[src/rtl/fcmd_pkg.sv]
package fcmd_pkg;

  typedef enum logic [2:0] {
    SQ_IDLE, SQ_UL1, SQ_UL2, SQ_PSET, SQ_EUL0, SQ_EUL1, SQ_EUL2
  } sq_t;

  typedef enum logic [1:0] {HO_OFF, HO_REQ, HO_RUN} ho_t;

  localparam logic [7:0] C_UL1  = 8'hAA;
  localparam logic [7:0] C_UL2  = 8'h55;
  localparam logic [7:0] C_AUTO = 8'h90;
  localparam logic [7:0] C_PGM  = 8'hA0;
  localparam logic [7:0] C_ESET = 8'h80;
  localparam logic [7:0] C_CHIP = 8'h10;
  localparam logic [7:0] C_RST  = 8'hF0;

  // first unlock write: word bus 555h, byte bus AAAh
  function automatic logic hit_ul1(input logic [11:0] a, input logic [7:0] d,
                                   input logic bm);
    return (d == C_UL1) && (bm ? (a == 12'hAAA) : (a[10:0] == 11'h555));
  endfunction

  // second unlock write: word bus 2AAh, byte bus 555h
  function automatic logic hit_ul2(input logic [11:0] a, input logic [7:0] d,
                                   input logic bm);
    return (d == C_UL2) && (bm ? (a == 12'h555) : (a[10:0] == 11'h2AA));
  endfunction

endpackage

[src/rtl/fcmd_seq.sv]
module fcmd_seq
  import fcmd_pkg::*;
(
  input  logic        clk,
  input  logic        rst_n,
  input  logic        wr_en,
  input  logic [11:0] a12,
  input  logic [7:0]  d8,
  input  logic        byte_mode,
  input  logic        lockout,
  output logic        id_mode,
  output logic        launch_pgm,
  output logic        launch_ers
);
  sq_t  st, st_nx;
  logic idm_nx;
  logic take;

  assign take = wr_en & ~lockout;

  always_comb begin
    st_nx      = st;
    idm_nx     = id_mode;
    launch_pgm = 1'b0;
    launch_ers = 1'b0;
    if (take) begin
      st_nx = SQ_IDLE;
      case (st)
        SQ_IDLE: begin
          if (hit_ul1(a12, d8, byte_mode)) st_nx = SQ_UL1;
          else idm_nx = 1'b0;
        end
        SQ_UL1: begin
          if (hit_ul2(a12, d8, byte_mode)) st_nx = SQ_UL2;
          else idm_nx = 1'b0;
        end
        SQ_UL2: begin
          case (d8)
            C_AUTO: idm_nx = 1'b1;
            C_PGM:  st_nx  = SQ_PSET;
            C_ESET: st_nx  = SQ_EUL0;
            C_RST:  idm_nx = 1'b0;
            default: idm_nx = 1'b0;
          endcase
        end
        SQ_PSET: begin
          launch_pgm = 1'b1;
          idm_nx     = 1'b0;
        end
        SQ_EUL0: begin
          if (hit_ul1(a12, d8, byte_mode)) st_nx = SQ_EUL1;
          else idm_nx = 1'b0;
        end
        SQ_EUL1: begin
          if (hit_ul2(a12, d8, byte_mode)) st_nx = SQ_EUL2;
          else idm_nx = 1'b0;
        end
        SQ_EUL2: begin
          idm_nx = 1'b0;
          if (d8 == C_CHIP) launch_ers = 1'b1;
        end
        default: idm_nx = 1'b0;
      endcase
    end
  end

  always_ff @(posedge clk or negedge rst_n) begin
    if (!rst_n) begin
      st      <= SQ_IDLE;
      id_mode <= 1'b0;
    end else begin
      st      <= st_nx;
      id_mode <= idm_nx;
    end
  end
endmodule

[src/rtl/fcmd_handoff.sv]
module fcmd_handoff
  import fcmd_pkg::*;
#(
  parameter int ADDR_W = 18,
  parameter int DATA_W = 16
) (
  input  logic              clk,
  input  logic              rst_n,
  input  logic              launch_pgm,
  input  logic              launch_ers,
  input  logic [ADDR_W-1:0] wr_addr,
  input  logic [DATA_W-1:0] wr_data,
  input  logic              op_ready,
  input  logic              op_done,
  output logic              op_valid,
  output logic              op_erase,
  output logic [ADDR_W-1:0] op_addr,
  output logic [DATA_W-1:0] op_data,
  output logic              busy
);
  ho_t st;

  always_ff @(posedge clk or negedge rst_n) begin
    if (!rst_n) begin
      st       <= HO_OFF;
      op_erase <= 1'b0;
      op_addr  <= '0;
      op_data  <= '0;
    end else begin
      case (st)
        HO_OFF: if (launch_pgm || launch_ers) begin
          st       <= HO_REQ;
          op_erase <= launch_ers;
          op_addr  <= launch_pgm ? wr_addr : '0;
          op_data  <= launch_pgm ? wr_data : '0;
        end
        HO_REQ: if (op_ready) st <= HO_RUN;
        HO_RUN: if (op_done) st <= HO_OFF;
        default: st <= HO_OFF;
      endcase
    end
  end

  assign op_valid = (st == HO_REQ);
  assign busy     = (st != HO_OFF);
endmodule

[src/rtl/fcmd_rdpath.sv]
module fcmd_rdpath #(
  parameter int          ADDR_W   = 18,
  parameter int          DATA_W   = 16,
  parameter int          NUM_SECT = 8,
  parameter logic [7:0]  MFR_ID   = 8'h01,
  parameter logic [15:0] DEV_ID   = 16'h2257,
  localparam int         WA_W     = ADDR_W - 1,
  localparam int         SECT_W   = $clog2(NUM_SECT),
  localparam int         HALF     = DATA_W / 2
) (
  input  logic                clk,
  input  logic                rst_n,
  input  logic                byte_mode,
  input  logic                id_mode,
  input  logic [NUM_SECT-1:0] sect_prot,
  input  logic                rq_valid,
  output logic                rq_ready,
  input  logic [ADDR_W-1:0]   rq_addr,
  output logic                rs_valid,
  input  logic                rs_ready,
  output logic [DATA_W-1:0]   rs_data,
  output logic [WA_W-1:0]     arr_addr,
  input  logic [DATA_W-1:0]   arr_rdata
);
  logic [SECT_W-1:0] sect;
  logic              prot;
  logic [7:0]        off;
  logic [DATA_W-1:0] id_val, arr_val;

  assign arr_addr = byte_mode ? rq_addr[ADDR_W-1:1] : rq_addr[WA_W-1:0];
  assign sect     = arr_addr[WA_W-1 -: SECT_W];
  assign prot     = sect_prot[sect];
  assign off      = rq_addr[7:0];

  always_comb begin
    id_val = '0;
    if (byte_mode) begin
      case (off)
        8'h00: id_val = DATA_W'(MFR_ID);
        8'h02: id_val = DATA_W'(DEV_ID[7:0]);
        8'h04: id_val = DATA_W'(prot);
        default: id_val = '0;
      endcase
    end else begin
      case (off)
        8'h00: id_val = DATA_W'(MFR_ID);
        8'h01: id_val = DATA_W'(DEV_ID);
        8'h02: id_val = DATA_W'(prot);
        default: id_val = '0;
      endcase
    end
  end

  always_comb begin
    if (!byte_mode)      arr_val = arr_rdata;
    else if (rq_addr[0]) arr_val = DATA_W'(arr_rdata[DATA_W-1:HALF]);
    else                 arr_val = DATA_W'(arr_rdata[HALF-1:0]);
  end

  assign rq_ready = !rs_valid || rs_ready;

  always_ff @(posedge clk or negedge rst_n) begin
    if (!rst_n) begin
      rs_valid <= 1'b0;
      rs_data  <= '0;
    end else if (rq_valid && rq_ready) begin
      rs_valid <= 1'b1;
      rs_data  <= id_mode ? id_val : arr_val;
    end else if (rs_ready) begin
      rs_valid <= 1'b0;
    end
  end
endmodule

[src/rtl/flash_cmd_decoder.sv]
module flash_cmd_decoder #(
  parameter int          ADDR_W   = 18,
  parameter int          DATA_W   = 16,
  parameter int          NUM_SECT = 8,
  parameter logic [7:0]  MFR_ID   = 8'h01,
  parameter logic [15:0] DEV_ID   = 16'h2257,
  localparam int         WA_W     = ADDR_W - 1
) (
  input  logic                clk,
  input  logic                rst_n,
  input  logic                byte_mode,
  input  logic [NUM_SECT-1:0] sect_prot,
  input  logic                wr_en,
  input  logic [ADDR_W-1:0]   wr_addr,
  input  logic [DATA_W-1:0]   wr_data,
  input  logic                rq_valid,
  output logic                rq_ready,
  input  logic [ADDR_W-1:0]   rq_addr,
  output logic                rs_valid,
  input  logic                rs_ready,
  output logic [DATA_W-1:0]   rs_data,
  output logic [WA_W-1:0]     arr_addr,
  input  logic [DATA_W-1:0]   arr_rdata,
  output logic                op_valid,
  input  logic                op_ready,
  output logic                op_erase,
  output logic [ADDR_W-1:0]   op_addr,
  output logic [DATA_W-1:0]   op_data,
  input  logic                op_done,
  output logic                busy
);
  logic id_mode, launch_pgm, launch_ers;

  fcmd_seq u_seq (
    .clk        (clk),
    .rst_n      (rst_n),
    .wr_en      (wr_en),
    .a12        (wr_addr[11:0]),
    .d8         (wr_data[7:0]),
    .byte_mode  (byte_mode),
    .lockout    (busy),
    .id_mode    (id_mode),
    .launch_pgm (launch_pgm),
    .launch_ers (launch_ers)
  );

  fcmd_handoff #(.ADDR_W(ADDR_W), .DATA_W(DATA_W)) u_ho (
    .clk        (clk),
    .rst_n      (rst_n),
    .launch_pgm (launch_pgm),
    .launch_ers (launch_ers),
    .wr_addr    (wr_addr),
    .wr_data    (wr_data),
    .op_ready   (op_ready),
    .op_done    (op_done),
    .op_valid   (op_valid),
    .op_erase   (op_erase),
    .op_addr    (op_addr),
    .op_data    (op_data),
    .busy       (busy)
  );

  fcmd_rdpath #(
    .ADDR_W(ADDR_W), .DATA_W(DATA_W), .NUM_SECT(NUM_SECT),
    .MFR_ID(MFR_ID), .DEV_ID(DEV_ID)
  ) u_rd (
    .clk       (clk),
    .rst_n     (rst_n),
    .byte_mode (byte_mode),
    .id_mode   (id_mode),
    .sect_prot (sect_prot),
    .rq_valid  (rq_valid),
    .rq_ready  (rq_ready),
    .rq_addr   (rq_addr),
    .rs_valid  (rs_valid),
    .rs_ready  (rs_ready),
    .rs_data   (rs_data),
    .arr_addr  (arr_addr),
    .arr_rdata (arr_rdata)
  );
endmodule

[config.mk]
export PLATFORM = sky130hd
export DESIGN_NAME = flash_cmd_decoder
export DESIGN_NICKNAME = d
export VERILOG_FILES = /design/src/rtl/fcmd_pkg.sv /design/src/rtl/fcmd_seq.sv /design/src/rtl/fcmd_handoff.sv /design/src/rtl/fcmd_rdpath.sv /design/src/rtl/flash_cmd_decoder.sv
export SDC_FILE = /design/constraint.sdc
export NUM_CORES = 1
export LEC_CHECK = 0
export CAP_MARGIN = 15
export CORE_MARGIN = 2
export CORE_UTILIZATION = 35
export DETAILED_ROUTE_END_ITERATION = 7
export GPL_TIMING_DRIVEN = 0
export PLACE_DENSITY = 0.77
export SYNTH_ARGS = -nofsm -noshare
export SYNTH_HDL_FRONTEND = slang
export SYNTH_SLANG_ARGS = --single-unit
export TNS_END_PERCENT = 20
[constraint.sdc]
create_clock -name clk -period 3.27 [get_ports clk]
set_clock_uncertainty 0.15 [all_clocks]
set_input_delay 0.981 -clock clk [delete_from_list [all_inputs] [get_ports clk]]
set_output_delay 0.981 -clock clk [all_outputs]
set_load 0.01 [all_outputs]
==> flow_summary.toml, run 1 <==
[status]
status = "complete, no violations"

[timing]
tns_ns = 0
finalCritPeriodShare_pct = 98.7
relSlewSlack_pct = 53.2
grt_setup_unrepaired = "yes"
setup_viol_count_final = 0
final_hold_viol_count = 0
drv_slew = 0
timing.fmax_mhz = 310
setup_ws_ns = 0.0430
tightestPinTransition_ns = 0.702
fin_crit_ns = 3.23

[setup_path]
crit_required_ns = 2.14
crit_chain = "clkdlybuf4s50_1 > inv_1 > o21ai_0 > clkdlybuf4s15_1"
critPathTopFamily = "buffers and inverters"
reg2reg_slack_ns = 1.03
crit_slowest_cell = "clkdlybuf4s50_1"
arrival_ns = 2.10
path_max_fanout = 5
critPathLaunchType = "primary input"
setup.worst_path.class = "primary input to primary output"
cp-end-kind = "primary output"
path_buf_inv = 3
slowest_delay_ns = 0.53

[power_and_ir_drop]
power_w = 0.00174
power_density_nw_per_um2 = 353
irDropWorstVdd_uv = 180
power_leakage_nw = 2.11

[synth]
ys_seq_elements = 58
synth_cells = 336
ys_types = 42
ys_seq_area_share_pct = 47.6
syn_nets = 420
avgSynthCellArea_um2 = 9.08
synth_area_um2 = 3050
yosysWarningCount = 0

[clocking]
root_buffer = "clkbuf_8"
clock_latency_ns = 0.32
cts_tree = "yes"
clock-sinks = 58
cts_made_buffers = 9
clock_path_buffers = 2
hold_buffers = 0
htreeDepth = 3
cts.reportedPaths.clkPinSlew_ns = 0.07

[cells_and_area]
num_antenna_cells = 0
utilization_pct = 57.3
drive_gt1_share_pct = 11.2
nets = 586
syn_to_final_growth_pct = 61.5

[route]
drt-pass1-iter-count = 5
drt_iter0_drc = 113
num_vias = 3151
via_per_inst = 5.12
wl_mm = 9.37
post_drt_wl_per_cell_um = 15.2
antenna_left = 0
drc = 0

[floorplan]
num_io_pins = 156
die_h_um = 97.4
row_count = 34
die_area_um2 = 9480
core_area_um2 = 8590
start_util_pct = 35.5
die_x_um = 97.4

[grt]
grt_use_total_pct = 20.0
grt_pass1_vias = 3150
overflow = 0
antenna_found_initial = 0
grt_first_pass_wirelength_mm = 15.6
grt_max_degree = 31

[flow_run]
maxCapViolCount = 0

[place]
dp_slack_ns = -1.14
port_buffers = 153
gp_congestion = 0.818
dp_hpwl_mm = 7.24

[worst_hold_path]
hold_class = "flip-flop to flip-flop"
## what timing repair did
item | 4_1_cts | 5_1_grt
hold endpoints to repair | 0 | 0
setup endpoints to repair | 18 | 4
buffers inserted | 1 | 0
gates cloned | 0 | 0
gates resized for setup | 32 | 3
## layer usage
metal	vias up	wire, um	global-route usage [%]	part of all wire [%]
met5	-	0	0	0
met4	0	221	7.05	2.4
met3	20	467	4.39	5.0
met2	108	4690	34.1	50
met1	1507	3990	25.2	43
li1	1516	-	-	-
## path summary, 6_finish.rpt
path | from | end | cells after the start
worst max-delay path | rq_addr[0] | arr_addr[0] | 4
worst min-delay path | u_rd.rs_data[11]$_DFFE_PN0P_ | u_rd.rs_data[11]$_DFFE_PN0P_ | 2
worst max register to register | u_ho.st[1]$_DFFE_PN0P_ | u_ho.op_addr[0]$_DFFE_PN0P_ | 6
worst min register to register | u_rd.rs_data[11]$_DFFE_PN0P_ | u_rd.rs_data[11]$_DFFE_PN0P_ | 2
max in group asynchronous | rst_n | u_ho.op_addr[1]$_DFFE_PN0P_ | 2
min in group asynchronous | rst_n | u_ho.op_data[14]$_DFFE_PN0P_ | 1
## sequential cells by signal, indices dropped and copies added, names as in the netlist
register,flops
u_ho.op_erase,1
u_rd.rs_data,16
u_ho.op_data,16
u_ho.st,2
u_ho.op_addr,18
u_seq.st,3
u_rd.rs_valid,1
u_seq.id_mode,1
## cell families after synthesis
| family | after synthesis | share of synthesized area (%) |
|---|---|---|
| DFF | 58 | 47.6 |
| AOI/OAI and AO/OA | 66 | 12.3 |
| buffers and inverters | 20 | 2.67 |
| muxes | 30 | 11.6 |
| and+or+nand+nor | 162 | 25.9 |
## worst reg2reg max path, cell delays in order, from the launching register on
cell	delay [ns]
dfrtp_1	0.40
nor2_1	0.19
nand2_1	0.21
nor3_2	0.51
clkbuf_1	0.43
nand2_1	0.17
o21ai_0	0.10
## per-stage QoR
stage                     hold WS (ns)  instance area, um^2  cells
final                            0.319                 4930    615
after global routing             0.354                 4930    615
after CTS                        0.323                 4920    615
after detailed placement         0.307                 4730    598
after global placement           0.305                 4720    597
after floorplan                  0.339                 3050    336
## cells in the mapped netlist
| cell type | n | share of area, % |
|---|---|---|
| a211o_1 | 1 | 0.29 |
| a21o_1 | 2 | 0.49 |
| a21oi_1 | 11 | 1.8 |
| a221o_1 | 4 | 1.3 |
| a22o_1 | 2 | 0.57 |
| a31oi_1 | 2 | 0.41 |
| and2_1 | 1 | 0.21 |
| and3_1 | 1 | 0.21 |
| and4b_1 | 3 | 0.98 |
| buf_1 | 2 | 0.25 |
| buf_2 | 3 | 0.49 |
| clkbuf_1 | 10 | 1.2 |
| clkbuf_2 | 2 | 0.33 |
| dfrtp_1 | 58 | 48 |
| inv_1 | 3 | 0.37 |
| mux2_1 | 1 | 0.37 |
| mux2_2 | 22 | 8.1 |
| mux2i_1 | 5 | 1.6 |
| mux4_2 | 2 | 1.5 |
| nand2_1 | 99 | 12 |
| nand2b_1 | 5 | 1.0 |
| nand3_1 | 11 | 1.8 |
| nand3b_2 | 1 | 0.37 |
| nand4_1 | 1 | 0.21 |
| nand4b_1 | 2 | 0.57 |
| nor2_1 | 15 | 1.8 |
| nor2b_1 | 1 | 0.21 |
| nor3_1 | 6 | 0.98 |
| nor3_2 | 1 | 0.33 |
| nor3b_1 | 3 | 0.74 |
| nor4_1 | 1 | 0.21 |
| nor4_4 | 1 | 0.70 |
| nor4b_1 | 3 | 0.86 |
| nor4b_2 | 1 | 0.49 |
| nor4bb_1 | 2 | 0.66 |
| o21ai_0 | 42 | 6.9 |
| o22ai_1 | 1 | 0.21 |
| o311ai_0 | 1 | 0.29 |
| or3_1 | 1 | 0.21 |
| or3b_4 | 1 | 0.37 |
| or4_4 | 1 | 0.37 |
| or4bb_1 | 1 | 0.37 |
## layout by cell type, fill, tap and decap left out, types with 3 or more instances in the layout
master	count
mux2i_1	5
and4b_1	3
clkbuf_8	10
nand2_1	99
clkinv_2	4
inv_1	3
buf_2	5
clkdlybuf4s50_1	130
nand2b_1	5
clkbuf_1	10
nor2_1	15
nand3_1	11
nor3b_1	3
a221o_1	4
nor4b_1	3
dfrtp_1	58
dlygate4sd2_1	18
mux2_2	22
a21oi_1	11
o21ai_0	42
nor3_1	6
## where the power goes
part / internal [W] / leakage [nW] / switching (W)
logic: 0.000205 / 1.23 / 0.000142
registers: 0.000744 / 0.783 / 0.0000154
clock network: 0.000347 / 0.0958 / 0.000285
## final cells by class
type	instances	area (um^2)
buffer	17	95.1
clock buffer	10	128
clock inverter	6	57.6
fill	798	3670
inverter	3	11.3
multi-input combinational	258	1520
sequential	58	1450
tap	108	135
timing repair buffer	155	1530
Note: power is estimated with default switching activity, not from simulation.
==> run 2, diff against run 1 <==
--- a/config.mk
+++ b/config.mk
@@ -5,8 +5,8 @@
 export SDC_FILE = /design/constraint.sdc
 export NUM_CORES = 1
 export LEC_CHECK = 0
-export CAP_MARGIN = 15
-export CORE_MARGIN = 2
+export CAP_MARGIN = 20
+export CORE_MARGIN = 3
 export CORE_UTILIZATION = 35
 export DETAILED_ROUTE_END_ITERATION = 7
 export GPL_TIMING_DRIVEN = 0
==> flow_summary.toml, run 2 (synthesized netlist as in run 1, its figures left out) <==
[power_and_ir_drop]
p_comb_share_pct = 20.7
power_frac_seq_pct = 44.9
clock_power_share_pct = 34.4
p_switching_w = 0.000445
power_leakage_nw = 2.10
p_sw_share_pct = 26.4
power_density_nw_per_um2 = 344
irDropWorstVdd_uv = 195
power.internal_w = 0.00124

[setup_path]
arrival_ns = 2.09
r2r-start = "u_ho.st[1]$_DFFE_PN0P_"
critPathLaunchType = "primary input"
slowest_delay_ns = 0.48
rr_worst_depth = 6
r2r_end = "u_ho.op_addr[2]$_DFFE_PN0P_"
reg2reg_slack_ns = 1.03
crit_slowest_cell = "clkdlybuf4s50_1"
path_max_fanout = 15
setup.worst_path.class = "primary input to primary output"
crit_required_ns = 2.14
crit_chain = "buf_6 > buf_8 > mux2_2 > clkdlybuf4s50_1"
cp-end-kind = "primary output"

[place]
gp_congestion = 0.871
dp_cells = 595
port_buffers = 153
dp_hpwl_mm = 7.53
dp_slack_ns = -1.09

[grt]
grt_max_degree = 37
overflow = 0
grt_first_pass_wirelength_mm = 15.6
grt_use_total_pct = 19.5
grt_pass1_vias = 3174
antenna_found_initial = 0

[timing]
setup_viol_count_final = 0
timing.fmax_mhz = 311
tns_ns = 0
final_hold_viol_count = 0
finalCritPeriodShare_pct = 98.5
relSlewSlack_pct = 56.7
drv_slew = 0
tightestPinTransition_ns = 0.643
grt_setup_unrepaired = "no"
setup_ws_ns = 0.0504
hold_ws_ns = 0.322
fin_crit_ns = 3.22

[floorplan]
num_io_pins = 156
row_count = 33
die_x_um = 99.4
die_area_um2 = 9870
start_util_pct = 36.6
die_h_um = 99.4
core_area_um2 = 8340

[cells_and_area]
syn_to_final_growth_pct = 60.8
nets = 584
fill_cells = 725
num_antenna_cells = 0
final_cell_mix = "133 x clkdlybuf4s50_1, 99 x nand2_1, 58 x dfrtp_1, 42 x o21ai_0, 22 x mux2_2"
multi_input_area_um2 = 1520
final_common_cell = "clkdlybuf4s50_1"
regArea_um2 = 1450
largest_register = "u_ho.op_addr"
final_cells = 610
largest_register_ffs = 18
top_regs = "u_ho.op_addr x18, u_ho.op_data x16, u_rd.rs_data x16"
drive_gt1_share_pct = 10.9

[clocking]
cts_made_buffers = 9
clock-sinks = 58
hold_buffers = 0
clock_path_buffers = 2
cts_tree = "yes"
clock_latency_ns = 0.32
root_buffer = "clkbuf_8"
htreeDepth = 3
cts.reportedPaths.clkPinSlew_ns = 0.07

[route]
antenna_left = 0
post_drt_wl_per_cell_um = 15.6
drt-pass1-iter-count = 4
wl_mm = 9.54
drt_iter0_drc = 147
num_vias = 3108
drc = 0
via_per_inst = 5.10

[worst_hold_path]
whs_endpoint = "u_rd.rs_data[11]$_DFFE_PN0P_"
hold_class = "flip-flop to flip-flop"
min_from = "u_rd.rs_data[11]$_DFFE_PN0P_"
whs_path_depth = 2

[flow_run]
maxCapViolCount = 0

[status]
status = "complete, no violations"
run 2: changes by cell type in the layout (fill, tap and decap cells not counted), sizes merged:
cell and change:
clkdlybuf4s50 +3, clkinvlp +1, dlymetal6s2s +1, dlygate4sd2 -4, buf -1, clkinv -1, bufinv -1
run 2: timing repair:
action / 4_1_cts / 5_1_grt
hold endpoints to repair: 0 / 0
endpoints found under the setup margin: 18 / 6
buffers inserted: 0 / 0
gates resized for setup: 28 / 5
run 2: worst max-delay path by stage:
stage               slack, ns        from           end  depth (start not counted)
floorplan                0.18   byte_mode  arr_addr[10]                          3
global placement        -1.04   byte_mode   arr_addr[3]                          5
detailed placement      -1.09   byte_mode  arr_addr[11]                          5
CTS                     -0.06  rq_addr[3]   arr_addr[2]                          3
global route             0.01   byte_mode  arr_addr[15]                          4
finish                   0.05   byte_mode  arr_addr[15]                          4
run 2: area by class of cell:
type | count | area share (%)
plain buffers | 16 | 1.73
clock inverters | 5 | 0.612
clock buffers | 11 | 2.88
repair buffers | 154 | 31.3
flip-flops and latches | 58 | 29.6
multi-input cells | 258 | 30.9
inverters | 3 | 0.230
well taps | 105 | 2.68
run 2: power groups by stage:
| stage | Sequential [W] | Combinational [W] | Clock, W |
|---|---|---|---|
| after detailed placement | 0.000771 | 0.000359 | 0 |
| after CTS | 0.000758 | 0.000352 | 0.000595 |
| after global placement | 0.000771 | 0.000351 | 0 |
| final | 0.000758 | 0.000349 | 0.000580 |
| after floorplan | 0.000784 | 0.000104 | 0 |
| after global routing | 0.000760 | 0.000377 | 0.000632 |
run 2: critical path: cells and delay by family:
kind,cells,cell delay (ns)
buf+inv,3,0.77
mux,1,0.34
run 2: per-layer routing:
metal,routed length (um),global-route usage (%)
met5,0,0
met1,4150,24.9
met4,183,6.30
met2,4770,33.4
met3,441,3.72
run 2: through the flow:
stage	area (um^2)	utilization [%]	power (W)
2_1_floorplan	3050	-	0.000888
5_1_grt	4910	58.8	0.00177
3_3_place_gp	4710	56.5	0.00112
4_1_cts	4890	58.7	0.00171
3_5_place_dp	4730	56.7	0.00113
6_report	4910	58.8	0.00169
==> run 3, diff against run 2 <==
--- a/config.mk
+++ b/config.mk
@@ -6,7 +6,6 @@
 export NUM_CORES = 1
 export LEC_CHECK = 0
 export CAP_MARGIN = 20
-export CORE_MARGIN = 3
 export CORE_UTILIZATION = 35
 export DETAILED_ROUTE_END_ITERATION = 7
 export GPL_TIMING_DRIVEN = 0
==> flow_summary.toml, run 3 (synthesized netlist as in run 1, its figures left out) <==
[timing]
setup_ws_ns = 0.0545
setup_viol_count_final = 0
relSlewSlack_pct = 53.5
finalCritPeriodShare_pct = 98.3
tns_ns = 0
final_hold_viol_count = 0
fin_crit_ns = 3.22
tightestPinTransition_ns = 0.691
drv_slew = 0
timing.fmax_mhz = 311
grt_setup_unrepaired = "no"

[floorplan]
row_count = 33
die_h_um = 95.4
start_util_pct = 36.6
die_area_um2 = 9090
core_area_um2 = 8340
die_x_um = 95.4
num_io_pins = 156

[clocking]
cts_tree = "yes"
clock_path_buffers = 2
hold_buffers = 0
cts.reportedPaths.clkPinSlew_ns = 0.06
cts_made_buffers = 9
clock_latency_ns = 0.33
clock-sinks = 58
root_buffer = "clkbuf_8"
htreeDepth = 3

[setup_path]
crit_chain = "clkdlybuf4s50_1 > inv_1 > o21ai_0 > dlygate4sd2_1"
path_max_fanout = 5
cp-end-kind = "primary output"
crit_required_ns = 2.14
setup.worst_path.class = "primary input to primary output"
arrival_ns = 2.08
critPathLaunchType = "primary input"
reg2reg_slack_ns = 1.00
crit_slowest_cell = "clkdlybuf4s50_1"
slowest_delay_ns = 0.55

[grt]
grt_max_degree = 31
grt_first_pass_wirelength_mm = 15.0
antenna_found_initial = 0
grt_pass1_vias = 3126
grt_use_total_pct = 21.3
overflow = 0

[cells_and_area]
fill_cells = 725
top_regs = "u_ho.op_addr x18, u_ho.op_data x16, u_rd.rs_data x16"
largest_register = "u_ho.op_addr"
syn_to_final_growth_pct = 60.5
final_common_cell = "clkdlybuf4s50_1"
largest_register_ffs = 18
nets = 584
num_antenna_cells = 0
final_cell_mix = "132 x clkdlybuf4s50_1, 99 x nand2_1, 58 x dfrtp_1, 42 x o21ai_0, 22 x mux2_2"
drive_gt1_share_pct = 10.9

[power_and_ir_drop]
irDropWorstVdd_uv = 232
power_density_nw_per_um2 = 342
power_leakage_nw = 2.09
power_w = 0.00168

[place]
dp_slack_ns = -1.11
dp_hpwl_mm = 7.07
port_buffers = 153
gp_congestion = 0.839

[route]
num_vias = 3103
via_per_inst = 5.10
antenna_left = 0
drt-pass1-iter-count = 4
drc = 0
post_drt_wl_per_cell_um = 15.1
drt_iter0_drc = 85
wl_mm = 9.19

[flow_run]
maxCapViolCount = 0

[status]
status = "complete, no violations"

[worst_hold_path]
hold_class = "flip-flop to flip-flop"
[run 3: cell count changes in the layout (fill, tap and decap cells not counted), sizes merged]
cell / previous run / this run
clkdlybuf4s15: 1 / 0
dlygate4sd2: 14 / 18
clkdlybuf4s50: 133 / 132
clkbuf: 22 / 21
clkinvlp: 2 / 1
dlymetal6s2s: 3 / 1
clkinv: 3 / 4
[run 3: area by class of cell]
type                       instances  area, um^2  share of cell area (%)
timing repair buffer             154        1530                    31.2
multi-input combinational        258        1520                    31.0
sequential                        58        1450                    29.6
clock buffer                      10         138                    2.81
tap                              105         131                    2.68
buffer                            16        88.8                    1.81
clock inverter                     5        31.3                   0.639
inverter                           3        11.3                   0.230
[run 3: path summary, 6_finish.rpt]
check,end,start,cells after the start
min in group asynchronous,u_rd.rs_data[8]$_DFFE_PN0P_,rst_n,1
max in group asynchronous,u_rd.rs_data[1]$_DFFE_PN0P_,rst_n,2
hold / removal,u_rd.rs_data[10]$_DFFE_PN0P_,u_rd.rs_data[10]$_DFFE_PN0P_,2
setup / recovery,arr_addr[0],rq_addr[0],4
setup reg to reg,u_ho.op_addr[0]$_DFFE_PN0P_,u_ho.st[1]$_DFFE_PN0P_,6
hold reg to reg,u_rd.rs_data[10]$_DFFE_PN0P_,u_rd.rs_data[10]$_DFFE_PN0P_,2
[run 3: power breakdown]
group | internal (W) | total (W) | switching [W]
Sequential | 0.000744 | 0.000758 | 0.0000145
Clock | 0.000288 | 0.000570 | 0.000282
Combinational | 0.000205 | 0.000347 | 0.000141
[run 3: through the flow]
step	util [%]	instance area, um^2	hold WS, ns	cells
floorplan	-	3050	0.339	336
global placement	56.5	4710	0.301	594
detailed placement	56.7	4730	0.313	595
CTS	58.6	4890	0.329	609
global route	58.7	4900	0.348	609
finish	58.7	4900	0.330	609
[run 3: metal layers]
metal / part of all wire [%] / routed length, um / track usage [%]
met2: 50 / 4590 / 35.8
met1: 43 / 3940 / 26.7
met5: 0 / 0 / 0
met3: 5.6 / 510 / 4.86
met4: 1.6 / 150 / 7.70
[run 3: repair_timing]
action | in CTS | in global routing
buffers inserted | 0 | 0
endpoints found under the setup margin | 18 | 2
pin swaps | 0 | 0
resized for setup | 31 | 3
[run 3: critical path: cells and delay by family]
kind | cells | cell delay (ns)
AOI/OAI and AO/OA | 1 | 0.16
buffers and inverters | 3 | 0.94
